## src/rtl/wt_pkg.sv

```systemverilog
package wt_pkg;
   localparam logic [2:0]  OP_WAVE   = 3'b100;
   localparam int unsigned REG_MODE  = 0;
   localparam int unsigned REG_CTRL  = 1;
   localparam int unsigned REG_DATA0 = 2;
   localparam int unsigned RUN_BIT   = 7;

   // mode byte layout, MSB first
   typedef struct packed {
      logic       evt_sel;     // bit 7: must be 0 for waveform operation
      logic [1:0] spare;       // bits 6:5: stored only
      logic       level;       // bit 4: level driven at reload
      logic       latch_only;  // bit 3: 1 = write reload register only
      logic [2:0] op;          // bits 2:0: operating mode
   } mode_t;
endpackage

```

## src/rtl/wt_prescaler.sv

```systemverilog
module wt_prescaler #(
   parameter int unsigned STAGES = 10,
   parameter int unsigned SEL_W  = 4
) (
   input  logic             clk,
   input  logic             rst_n,
   input  logic             sub_tick,
   input  logic [SEL_W-1:0] src_sel,
   output logic             tick
);
   localparam int unsigned NSRC = STAGES + 1;

   if ((1 << SEL_W) < NSRC) begin : g_bad_sel
      $error("wt_prescaler: SEL_W too narrow for STAGES");
   end

   logic [STAGES-1:0] div_q;
   logic [NSRC-1:0]   tick_vec;

   always_ff @(posedge clk or negedge rst_n) begin
      if (!rst_n) div_q <= '0;
      else        div_q <= div_q + STAGES'(1);
   end

   for (genvar k = 0; k < STAGES; k++) begin : g_tap
      assign tick_vec[k] = &div_q[k:0];
   end
   assign tick_vec[STAGES] = sub_tick;

   always_comb begin
      tick = 1'b0;
      for (int i = 0; i < NSRC; i++) begin
         if (src_sel == SEL_W'(i)) tick = tick_vec[i];
      end
   end
endmodule

```

## src/rtl/wt_regs.sv

```systemverilog
module wt_regs import wt_pkg::*; #(
   parameter int unsigned CNT_W  = 16,
   parameter int unsigned ADDR_W = 2
) (
   input  logic              clk,
   input  logic              rst_n,
   input  logic              wr_en,
   input  logic [ADDR_W-1:0] addr,
   input  logic [7:0]        wdata,
   input  logic [CNT_W-1:0]  count,
   output mode_t             mode_q,
   output logic [7:0]        ctrl_q,
   output logic [CNT_W-1:0]  latch_q,
   output logic              direct_load,
   output logic [CNT_W-1:0]  load_value,
   output logic [7:0]        rdata
);
   localparam int unsigned NB   = CNT_W / 8;
   localparam int unsigned NH   = NB - 1;
   localparam int unsigned LAST = REG_DATA0 + NB - 1;

   logic [7:0] hold_q [NH];
   logic       commit;

   assign commit = wr_en && (addr == ADDR_W'(LAST));

   always_comb begin
      load_value[CNT_W-1 -: 8] = wdata;
      for (int b = 0; b < NH; b++) load_value[b*8 +: 8] = hold_q[b];
   end

   assign direct_load = commit && !mode_q.latch_only;

   always_ff @(posedge clk or negedge rst_n) begin
      if (!rst_n) begin
         mode_q  <= '0;
         ctrl_q  <= '0;
         latch_q <= '1;
         for (int b = 0; b < NH; b++) hold_q[b] <= '0;
      end else if (wr_en) begin
         if (addr == ADDR_W'(REG_MODE)) mode_q <= mode_t'(wdata);
         if (addr == ADDR_W'(REG_CTRL)) ctrl_q <= wdata;
         for (int b = 0; b < NH; b++) begin
            if (addr == ADDR_W'(REG_DATA0 + b)) hold_q[b] <= wdata;
         end
         if (commit) latch_q <= load_value;
      end
   end

   always_comb begin
      rdata = '0;
      if (addr == ADDR_W'(REG_MODE)) rdata = mode_q;
      if (addr == ADDR_W'(REG_CTRL)) rdata = ctrl_q;
      for (int b = 0; b < NB; b++) begin
         if (addr == ADDR_W'(REG_DATA0 + b)) rdata = count[b*8 +: 8];
      end
   end
endmodule

```

## src/rtl/wt_core.sv

```systemverilog
module wt_core #(
   parameter int unsigned CNT_W = 16
) (
   input  logic             clk,
   input  logic             rst_n,
   input  logic             count_en,
   input  logic             tick,
   input  logic             direct_load,
   input  logic [CNT_W-1:0] load_value,
   input  logic [CNT_W-1:0] latch_q,
   input  logic             level,
   output logic [CNT_W-1:0] count_q,
   output logic             irq,
   output logic             pin_q
);
   logic step, at_zero, uflow;

   assign step    = count_en && tick;
   assign at_zero = (count_q == '0);
   assign uflow   = step && at_zero && !direct_load;

   always_ff @(posedge clk or negedge rst_n) begin
      if (!rst_n) begin
         count_q <= '1;
         irq     <= 1'b0;
         pin_q   <= 1'b0;
      end else begin
         irq <= uflow;
         if (direct_load)  count_q <= load_value;
         else if (uflow)   count_q <= latch_q;
         else if (step)    count_q <= count_q - CNT_W'(1);
         if (uflow) pin_q <= level;
      end
   end
endmodule

```

## src/rtl/wave_reload_timer.sv

```systemverilog
module wave_reload_timer import wt_pkg::*; #(
   parameter int unsigned CNT_W      = 16,
   parameter int unsigned PRE_STAGES = 10,
   parameter int unsigned SEL_W      = 4,
   parameter int unsigned ADDR_W     = 2
) (
   input  logic              clk,
   input  logic              rst_n,
   input  logic              sub_tick,
   input  logic              wr_en,
   input  logic [ADDR_W-1:0] addr,
   input  logic [7:0]        wdata,
   output logic [7:0]        rdata,
   output logic              irq,
   output logic              pin_out,
   output logic              pin_oe
);
   localparam int unsigned NB = CNT_W / 8;

   if (CNT_W % 8 != 0 || NB < 2) begin : g_bad_width
      $error("wave_reload_timer: CNT_W must be a multiple of 8, at least 16");
   end
   if ((1 << ADDR_W) < REG_DATA0 + NB) begin : g_bad_addr
      $error("wave_reload_timer: ADDR_W too narrow for the register map");
   end
   if (SEL_W > RUN_BIT) begin : g_bad_sel
      $error("wave_reload_timer: SEL_W overlaps the run bit");
   end

   mode_t            mode_q;
   logic [7:0]       ctrl_q;
   logic [CNT_W-1:0] latch_q, load_value, count_q;
   logic             direct_load, tick, active, count_en, level_bit;

   assign active    = (mode_q.op == OP_WAVE) && !mode_q.evt_sel;
   assign count_en  = active && ctrl_q[RUN_BIT];
   assign level_bit = mode_q.level;
   assign pin_oe    = active;

   wt_regs #(.CNT_W(CNT_W), .ADDR_W(ADDR_W)) u_regs (
      .clk(clk), .rst_n(rst_n), .wr_en(wr_en), .addr(addr), .wdata(wdata),
      .count(count_q), .mode_q(mode_q), .ctrl_q(ctrl_q), .latch_q(latch_q),
      .direct_load(direct_load), .load_value(load_value), .rdata(rdata)
   );

   wt_prescaler #(.STAGES(PRE_STAGES), .SEL_W(SEL_W)) u_pre (
      .clk(clk), .rst_n(rst_n), .sub_tick(sub_tick),
      .src_sel(ctrl_q[SEL_W-1:0]), .tick(tick)
   );

   wt_core #(.CNT_W(CNT_W)) u_core (
      .clk(clk), .rst_n(rst_n), .count_en(count_en), .tick(tick),
      .direct_load(direct_load), .load_value(load_value), .latch_q(latch_q),
      .level(level_bit), .count_q(count_q), .irq(irq), .pin_q(pin_out)
   );
endmodule

```

## config.mk

```make
export PLATFORM = sky130hd
export DESIGN_NAME = wave_reload_timer
export DESIGN_NICKNAME = d
export VERILOG_FILES = /design/src/rtl/wt_pkg.sv /design/src/rtl/wt_prescaler.sv /design/src/rtl/wt_regs.sv /design/src/rtl/wt_core.sv /design/src/rtl/wave_reload_timer.sv
export SDC_FILE = /design/constraint.sdc
export NUM_CORES = 1
export LEC_CHECK = 0
export ABC_CLOCK_PERIOD_IN_PS = 3000
export CAP_MARGIN = 20
export CORE_UTILIZATION = 46
export DETAILED_ROUTE_END_ITERATION = 10
export SLEW_MARGIN = 20
export SYNTH_ARGS = -nofsm -noshare
export SYNTH_HDL_FRONTEND = slang
export SYNTH_SLANG_ARGS = --single-unit
```

## constraint.sdc

```tcl
create_clock -name clk -period 3 [get_ports clk]
set_clock_uncertainty 0.2 [all_clocks]
set_input_delay 0.3 -clock clk [delete_from_list [all_inputs] [get_ports clk]]
set_output_delay 0.3 -clock clk [all_outputs]
set_load 0.02 [all_outputs]
```

==> results of run 1 <==
cell usage after synthesis (all sizes together), types with 7 or more instances:
library cell,instances,area share (%)
buf,9,1.9
dfrtp,36,25
dfstp,32,23
mux2,41,13
mux2i,32,8.8
mux4,8,5.0
nand2,14,1.4
nand3,11,1.5
nand4,7,1.2
nor2,8,0.83
o21ai,13,1.8
xnor2,8,1.9
xor2,8,1.9
power breakdown:
| group | leakage [nW] | switching [mW] | internal, mW | total (mW) |
|---|---|---|---|---|
| clock | 0.0807 | 0.333 | 0.323 | 0.656 |
| sequential | 0.773 | 0.270 | 1.24 | 1.51 |
| combinational | 0.988 | 0.388 | 0.478 | 0.866 |
sequential cells by signal, indices dropped and copies added (netlist names):
register	cells
u_core.pin_q	1
u_core.count_q	16
u_core.irq	1
u_pre.div_q	10
u_regs.latch_q	16
u_regs.ctrl_q	8
u_regs.mode_q	8
u_regs.hold_q	8
per-layer routing:
metal,track usage (%),up-vias,routed length (um)
met5,0,-,0
met4,8.466,0,133
met3,4.882,12,209
met2,32.45,37,3683
met1,28.71,1245,3928
li1,-,1134,-
layout make-up:
cell class / count / area (sq um)
inverters: 5 / 18.77
clock buffers: 14 / 152.6
multi-input cells: 201 / 1783
well taps: 102 / 127.6
flip-flops and latches: 68 / 1742
clock inverters: 2 / 12.51
repair buffers: 37 / 347.8
fillers: 685 / 3503
worst min path at each step:
| stage | end |
|---|---|
| after floorplan | u_core.irq |
| after global placement | u_pre.div_q[7] |
| after detailed placement | u_pre.div_q[7] |
| after CTS | u_pre.div_q[7] |
| after global routing | u_pre.div_q[7] |
| final | u_pre.div_q[7] |
stage by stage:
stage                     utilization (%)  hold slack [ps]  worst slack [ps]
after floorplan                         -           -195.6             444.6
after global placement              52.15            97.89             395.3
after detailed placement            52.15            93.47             381.4
after CTS                           54.43            248.8             353.0
after global routing                54.43            277.3             165.6
final                               54.43            254.1             359.1
kinds of logic (layout without fill, tap and decap cells):
family / count (synthesis) / after routing
DFF: 68 / 68
muxes: 81 / 81
xor gates and xnor gates: 16 / 16
AOI/OAI and AO/OA: 28 / 28
and+or+nand+nor: 70 / 70
buffers and inverters: 19 / 58
adders and majority gates: 6 / 6
worst max-delay path, cell delays in order, from the launching register on:
cell	delay, ps
dfrtp_1	460
ha_1	290
and3_1	200
ha_1	180
nor3_1	180
a21oi_1	60
a22oi_1	180
o211a_1	270
or2_1	170
buf_12	180
mux2i_1	200
==> results.py, run 1 <==
metrics = {
    "finish": {
        "final_common_cell": "mux2_2",
        "layout_common_cells": "mux2_2 (41), dfrtp_1 (36), mux2i_1 (32), dfstp_2 (32), clkdlybuf4s50_1 (23)",
        "drive_gt1_share_pct": 33.94,
        "final_area_sq_um": 4184,
        "diodes": 0,
        "area_growth_pct": 15.19,
        "final_cell_count_no_fill": 429,
        "nNetsFinal": 342,
    },
    "logic_synthesis": {
        "ys_types": 48,
        "yosys.area_share.simple_pct": 11.16,
        "async_reset_ff_share_pct": 100.0,
        "synth_edf_count": 0,
        "synthCells": 288,
        "synth_top_family_by_area": "multiplexers",
        "avgSynthCellArea_sq_um": 12.61,
        "syn_area_sq_um": 3632,
        "synth_nets": 308,
        "synth_compound_area_share_pct": 5.512,
        "yosys.area_share.adder_pct": 2.067,
        "ys.flop_type": "dfrtp_1",
        "ys.warnings.count": 0,
        "ys_ff_latch": 68,
        "synth_mux_area_share_pct": 26.49,
        "synth_xor_area_share_pct": 3.858,
        "seq_area_frac_synth_pct": 47.95,
    },
    "setup_path": {
        "critPathLaunchType": "flip-flop",
        "arrival_ps": 2710,
        "rr_worst_depth": 10,
        "r2r-end": "u_core.count_q[5]",
        "rr_startpoint": "u_pre.div_q[0]",
        "crit_type": "flip-flop to flip-flop",
        "crit_path_end": "u_core.count_q[5]",
        "required_ps": 3070,
        "critPathCaptureType": "flip-flop",
        "r2r_slack_ps": 360,
        "cp_max_fo": 16,
        "setup.worst_path.start": "u_pre.div_q[0]",
    },
    "routing": {
        "ant_nets": 0,
        "viasPerCell": 5.660,
        "drt-total-wl_um": 7956,
        "drt_pass1_iterations": 4,
        "drt_iter0_markers": 54,
        "drc": 0,
        "vias": 2428,
        "wl_per_cell_um": 18.55,
    },
    "clock_network": {
        "cts_root_buf": "clkbuf_8",
        "cts_resized": 0,
        "clkSlewWorstSetupHoldPaths_ps": 70,
        "cts_tree": "done",
        "post_cts.repair.setup_buffers": 0,
        "clk-insertion-delay-late_ps": 350,
        "cts_buffers": 9,
        "clock_sinks": 68,
        "clockBufferDepth": 2,
        "htreeDepth": 3,
        "holdBufCountCts": 1,
    },
    "sta": {
        "worst_slew_pin_slew_ps": 633.7,
        "final_hold_viol_count": 0,
        "finalCriticalPeriod_ps": 2641,
        "relSlewSlack_pct": 57.16,
        "rsz0062_at_grt": "false",
        "fmax_mhz": 378.7,
        "setup-tns-final_ps": 0,
        "drv_slew": 0,
        "setup_violations": 0,
        "timing.final.crit_share_pct": 88.03,
    },
    "placement": {
        "place.gp.congestion": 0.7956,
        "placed_cells": 412,
        "post_dp_cell_area_sq_um": 4009,
        "dp_hpwl_um": 5474,
        "port_buffers": 24,
    },
    "die": {
        "top_level_ports": 25,
        "core_area_sq_um": 7687,
        "die_w_um": 90.86,
        "die_y_um": 90.86,
        "initial_core_util_pct": 47.25,
        "num_rows": 32,
        "die_area_sq_um": 8256,
    },
    "pwr": {
        "power.leakage_nw": 1.842,
        "ir_worst_vdd_v": 0.0003510,
        "total_power_mw": 3.028,
        "p_per_area_nw_per_um2": 723.8,
    },
    "global_routing": {
        "antenna_found_initial": 0,
        "grt_pass1_wl_um": 13080,
        "track_usage_pct": 21.07,
        "overflow": 0,
        "grt_max_degree": 28,
        "grt_pass1_vias": 2481,
    },
    "flow_run": {
        "cap_violations": 0,
    },
    "outcome": {
        "outcome": "completed",
    },
    "hold_path": {
        "worstHoldPathType": "input pin to asynchronous set/reset pin",
    },
}
(Power assumes the default switching activity.)
==> inputs of run 2 (changes only) <==
ABC_CLOCK_PERIOD_IN_PS = 2420   (was 3000)
CORE_UTILIZATION = 53   (was 46)
PLACE_DENSITY = 0.76   (was unset)
clock period = 2.42 ns   (was 3 ns; I/O delays follow)
==> run 2 against run 1 <==
  * The flow now finishes with violations (DRC)
  * First-iteration DRC count grew to 4.9 times the previous value
  * Critical path depth unchanged
  * Largest power group unchanged
  * Final cell count shrank 2.8%
  * Highest routed layer unchanged
  * Final area increased by 5.2%
  * Setup slack lost 270 ps
  * Total power is 31% higher
  * Sequential power grew 23%
  * Global-route usage grew 2.9 points
  * Clock power is 48% higher
  * Count of clock-buffer cells in the layout is 1 higher
==> results.py, run 2 (synthesis gave the netlist of run 1 again) <==
metrics = {
    "outcome": {
        "outcome": "finished with violations",
        "violations": "DRC",
    },
    "sta": {
        "worst_slew_pin_slew_ps": 366.1,
        "setup_ws_ps": 84.95,
        "drv_slew": 0,
        "hold-worst-slack_ps": 231.6,
        "fmax_mhz": 428.3,
        "final_hold_viol_count": 0,
        "setup_violations": 0,
        "timing.final.crit_share_pct": 96.49,
        "finalCriticalPeriod_ps": 2335,
        "relSlewSlack_pct": 75.41,
        "setup-tns-final_ps": 0,
    },
    "routing": {
        "drt_iter0_markers": 262,
        "drt_pass1_iterations": 8,
        "viasPerCell": 6.002,
        "drc": 3,
        "ant_nets": 0,
        "wl_per_cell_um": 18.47,
        "vias": 2503,
        "drt-total-wl_um": 7702,
    },
    "clock_network": {
        "cts_buffers": 9,
        "post_cts.repair.setup_buffers": 0,
        "cts_tree": "done",
        "clockBufferDepth": 2,
        "htreeDepth": 3,
        "cts_root_buf": "clkbuf_8",
        "clock_sinks": 68,
        "clkSlewWorstSetupHoldPaths_ps": 70,
        "clk-insertion-delay-late_ps": 340,
    },
    "setup_path": {
        "path_buf_inv": 1,
        "rr_worst_depth": 10,
        "cp_max_fo": 7,
        "required_ps": 2490,
        "critical-path-slowest-cell": "dfrtp_1",
        "critPathCaptureType": "flip-flop",
        "critPathLaunchType": "flip-flop",
        "path_delay_family": "simple AND/OR/NAND/NOR gates",
        "critical_path.max_stage_delay_ps": 410,
        "cp.depth": 10,
        "arrival_ps": 2400,
        "crit_type": "flip-flop to flip-flop",
        "worstPathCellList": "ha_4 -> and3_4 -> ha_2 -> nor3_2 -> a21oi_2 -> a22oi_1 -> o211a_1 -> or2_4 -> buf_12 -> mux2i_4",
    },
    "placement": {
        "place.gp.congestion": 0.8183,
        "port_buffers": 24,
        "dp_hpwl_um": 5278,
        "placed_cells": 399,
        "dp_slack_ps": -60.31,
    },
    "finish": {
        "num-fill-cells": 456,
        "final_cell_count_no_fill": 417,
        "area_growth_pct": 21.22,
        "fin_util_pct": 67.79,
        "drive_gt1_share_pct": 40.00,
        "diodes": 0,
        "layout_common_cells": "mux2_2 (41), dfrtp_1 (36), dfstp_2 (32), mux2i_1 (31), buf_4 (20)",
        "top_regs": "u_core.count_q (16), u_regs.latch_q (16), u_pre.div_q (10)",
        "nNetsFinal": 355,
        "final_common_cell": "mux2_2",
    },
    "global_routing": {
        "overflow": 0,
        "grt_pass1_vias": 2501,
        "track_usage_pct": 24.01,
        "grt_pass1_wl_um": 12940,
        "grt_max_degree": 69,
        "antenna_found_initial": 0,
    },
    "die": {
        "top_level_ports": 25,
        "die_w_um": 84.79,
        "initial_core_util_pct": 55.92,
        "die_y_um": 84.79,
        "core_area_sq_um": 6495,
        "die_area_sq_um": 7189,
        "num_rows": 29,
    },
    "pwr": {
        "p_per_area_nw_per_um2": 904.0,
        "ir_worst_vdd_v": 0.0005353,
        "power.leakage_nw": 1.961,
    },
    "hold_path": {
        "worstHoldPathType": "input pin to asynchronous set/reset pin",
    },
    "flow_run": {
        "cap_violations": 0,
    },
}
run 2: metrics by stage:
step	power, mW	instance area [sq um]
floorplan	2.573	3638
global placement	2.979	4111
detailed placement	3.015	4111
CTS	3.969	4323
global route	4.203	4403
finish	3.980	4403
run 2: cell type report:
type | count | area [sq um] | share of cell area [%]
Multi-Input combinational cell | 201 | 1849 | 42.00
Clock inverter | 1 | 30.03 | 0.6820
Sequential cell | 68 | 1742 | 39.56
Tap cell | 77 | 96.34 | 2.188
Inverter | 5 | 18.77 | 0.4263
Clock buffer | 15 | 176.4 | 4.007
Timing Repair Buffer | 50 | 490.5 | 11.14
run 2: worst paths after layout:
| kind | endpoint | start | slack, ps |
|---|---|---|---|
| max | u_core.count_q[12] | u_pre.div_q[1] | 80 |
| min in group clk | u_pre.div_q[9] | u_pre.div_q[9] | 280 |
| min | u_pre.div_q[5] | rst_n | 230 |
| max in group asynchronous | u_regs.latch_q[1] | rst_n | 1440 |
| max reg2reg | u_core.count_q[12] | u_pre.div_q[1] | 80 |
| min reg2reg | u_pre.div_q[9] | u_pre.div_q[9] | 280 |
run 2: tightest hold or removal path, delay by kind of cell:
| kind | cells | cell delay, ps |
|---|---|---|
| buf+inv | 3 | 940 |
run 2: per-layer routing:
layer | GRT usage [%] | routed length [um]
met5 | 0 | 0
met4 | 7.858 | 91
met3 | 5.015 | 401
met2 | 36.66 | 3620
met1 | 34.46 | 3589
run 2: repair_timing:
item                                    in CTS  in global routing
pin swaps                                    1                  6
endpoints found under the hold margin       36                  0
endpoints found under the setup margin      23                 17
gates resized for setup                     10                 11
cloned                                       0                  1
hold buffers                                 1                  0
run 2: power breakdown:
part | switching [mW] | total, mW | leakage, nW | internal [mW]
combinational | 0.532 | 1.16 | 1.08 | 0.628
sequential | 0.315 | 1.85 | 0.773 | 1.53
clock | 0.411 | 0.974 | 0.104 | 0.563
total | 1.26 | 3.98 | 1.96 | 2.72
==> inputs of run 3 (changes only) <==
CORE_UTILIZATION = 50   (was 53)
PLACE_DENSITY = 0.72   (was 0.76)
==> run 3 against run 2 <==
  * The run now ends clean
  * Highest routed layer unchanged
  * Count of clock-buffer cells in the layout is 3 lower
  * Combinational power hardly changed
  * Final area is 1.2% higher
  * Sequential share of layout area is 0.47 points lower
  * Largest power group unchanged
  * Global-route usage is 0.68 points lower
  * Core utilization is 3.3 points lower
==> results.py, run 3 (synthesis gave the netlist of run 1 again) <==
metrics = {
    "outcome": {
        "outcome": "completed",
    },
    "finish": {
        "final_common_cell": "mux2_2",
        "top_regs": "u_core.count_q (16), u_regs.latch_q (16), u_pre.div_q (10)",
        "final_cell_count_no_fill": 442,
        "fin_util_pct": 64.51,
        "final_area_sq_um": 4456,
        "drive_gt1_share_pct": 41.91,
        "layout_common_cells": "mux2_2 (41), dfrtp_1 (36), dfstp_2 (32), mux2i_1 (31), buf_4 (26)",
        "nNetsFinal": 361,
        "diodes": 0,
        "area_growth_pct": 22.67,
    },
    "die": {
        "initial_core_util_pct": 52.59,
        "core_area_sq_um": 6907,
        "die_area_sq_um": 7609,
        "top_level_ports": 25,
        "die_w_um": 87.23,
        "num_rows": 30,
        "die_y_um": 87.23,
    },
    "clock_network": {
        "clkSlewWorstSetupHoldPaths_ps": 70,
        "clock_sinks": 68,
        "cts_buffers": 9,
        "htreeDepth": 3,
        "cts_root_buf": "clkbuf_8",
        "cts_tree": "done",
        "clockBufferDepth": 2,
        "clk-insertion-delay-late_ps": 340,
    },
    "routing": {
        "drc": 0,
        "ant_nets": 0,
        "viasPerCell": 5.719,
        "drt_iter0_markers": 147,
        "wl_per_cell_um": 18.29,
        "drt-total-wl_um": 8086,
        "drt_pass1_iterations": 4,
        "vias": 2528,
    },
    "placement": {
        "dp_slack_ps": -92.08,
        "placed_cells": 421,
        "place.gp.congestion": 0.8356,
        "post_dp_cell_area_sq_um": 4158,
        "port_buffers": 24,
        "dp_hpwl_um": 5680,
    },
    "setup_path": {
        "cp_max_fo": 7,
        "r2r_slack_ps": 50,
        "arrival_ps": 2430,
        "crit_type": "flip-flop to flip-flop",
        "required_ps": 2480,
        "critPathCaptureType": "flip-flop",
        "critPathLaunchType": "flip-flop",
    },
    "sta": {
        "finalCriticalPeriod_ps": 2369,
        "final_hold_viol_count": 0,
        "rsz0062_at_grt": "true",
        "timing.final.crit_share_pct": 97.90,
        "setup_ws_ps": 50.72,
        "relSlewSlack_pct": 67.29,
        "setup-tns-final_ps": 0,
        "worst_slew_pin_slew_ps": 490.6,
        "drv_slew": 0,
        "hold-worst-slack_ps": 190.8,
        "setup_violations": 0,
        "fmax_mhz": 422.1,
    },
    "global_routing": {
        "overflow": 0,
        "grt_pass1_vias": 2531,
        "track_usage_pct": 23.34,
        "antenna_found_initial": 0,
        "grt_max_degree": 32,
        "grt_pass1_wl_um": 13010,
    },
    "pwr": {
        "power.leakage_nw": 1.985,
        "p_per_area_nw_per_um2": 872.6,
        "ir_worst_vdd_v": 0.0004772,
        "total_power_mw": 3.888,
    },
    "flow_run": {
        "cap_violations": 0,
    },
    "hold_path": {
        "worstHoldPathType": "input pin to asynchronous set/reset pin",
    },
}
-- run 3: final timing paths --
| check | start | endpoint | cells after the start |
|---|---|---|---|
| worst min register to register | u_pre.div_q[9] | u_pre.div_q[9] | 1 |
| worst max register to register | u_pre.div_q[1] | u_core.count_q[0] | 9 |
| min in group clk | u_pre.div_q[9] | u_pre.div_q[9] | 1 |
| worst max-delay path | u_pre.div_q[1] | u_core.count_q[0] | 9 |
| worst min-delay path | rst_n | u_pre.div_q[7] | 2 |
| max in group asynchronous | rst_n | u_core.count_q[8] | 3 |
-- run 3: where the power goes --
group | internal, mW | switching [mW] | total (mW)
clock network | 0.450 | 0.422 | 0.872
registers | 1.53 | 0.318 | 1.85
logic | 0.634 | 0.532 | 1.17
total | 2.62 | 1.27 | 3.89
-- run 3: layout make-up --
class                   instances  area, sq um
clock buffers                  12        165.2
clock inverters                 4        22.52
fillers                       549         2451
inverters                       5        18.77
multi-input cells             201         1852
flip-flops and latches         68         1742
well taps                      96        120.1
repair buffers                 56        535.5
-- run 3: per-layer routing --
layer  global-route usage [%]  part of all wire, %  wire, um
met5                        0                    0         0
met1                    31.50                   47      3813
met4                    7.899                  1.9       152
met3                    5.782                  3.7       297
met2                    36.94                   47      3823
-- run 3: repair_timing --
item / in CTS / in global routing
endpoints found under the hold margin: 17 / 0
resized for setup: 10 / 11
cloned: 0 / 1
hold buffers: 1 / 0
setup endpoints to repair: 24 / 17
buffers inserted: 1 / 2
pin swaps: 1 / 8
-- run 3: worst max-delay path, cell delays in order, from the launching register on --
cell and delay (ps):
dfrtp_1 410, ha_4 190, and3_4 180, and4_1 210, ha_1 190, o21ai_1 120, o211a_1 240, or2_4 190
buf_12 150, mux2i_2 220
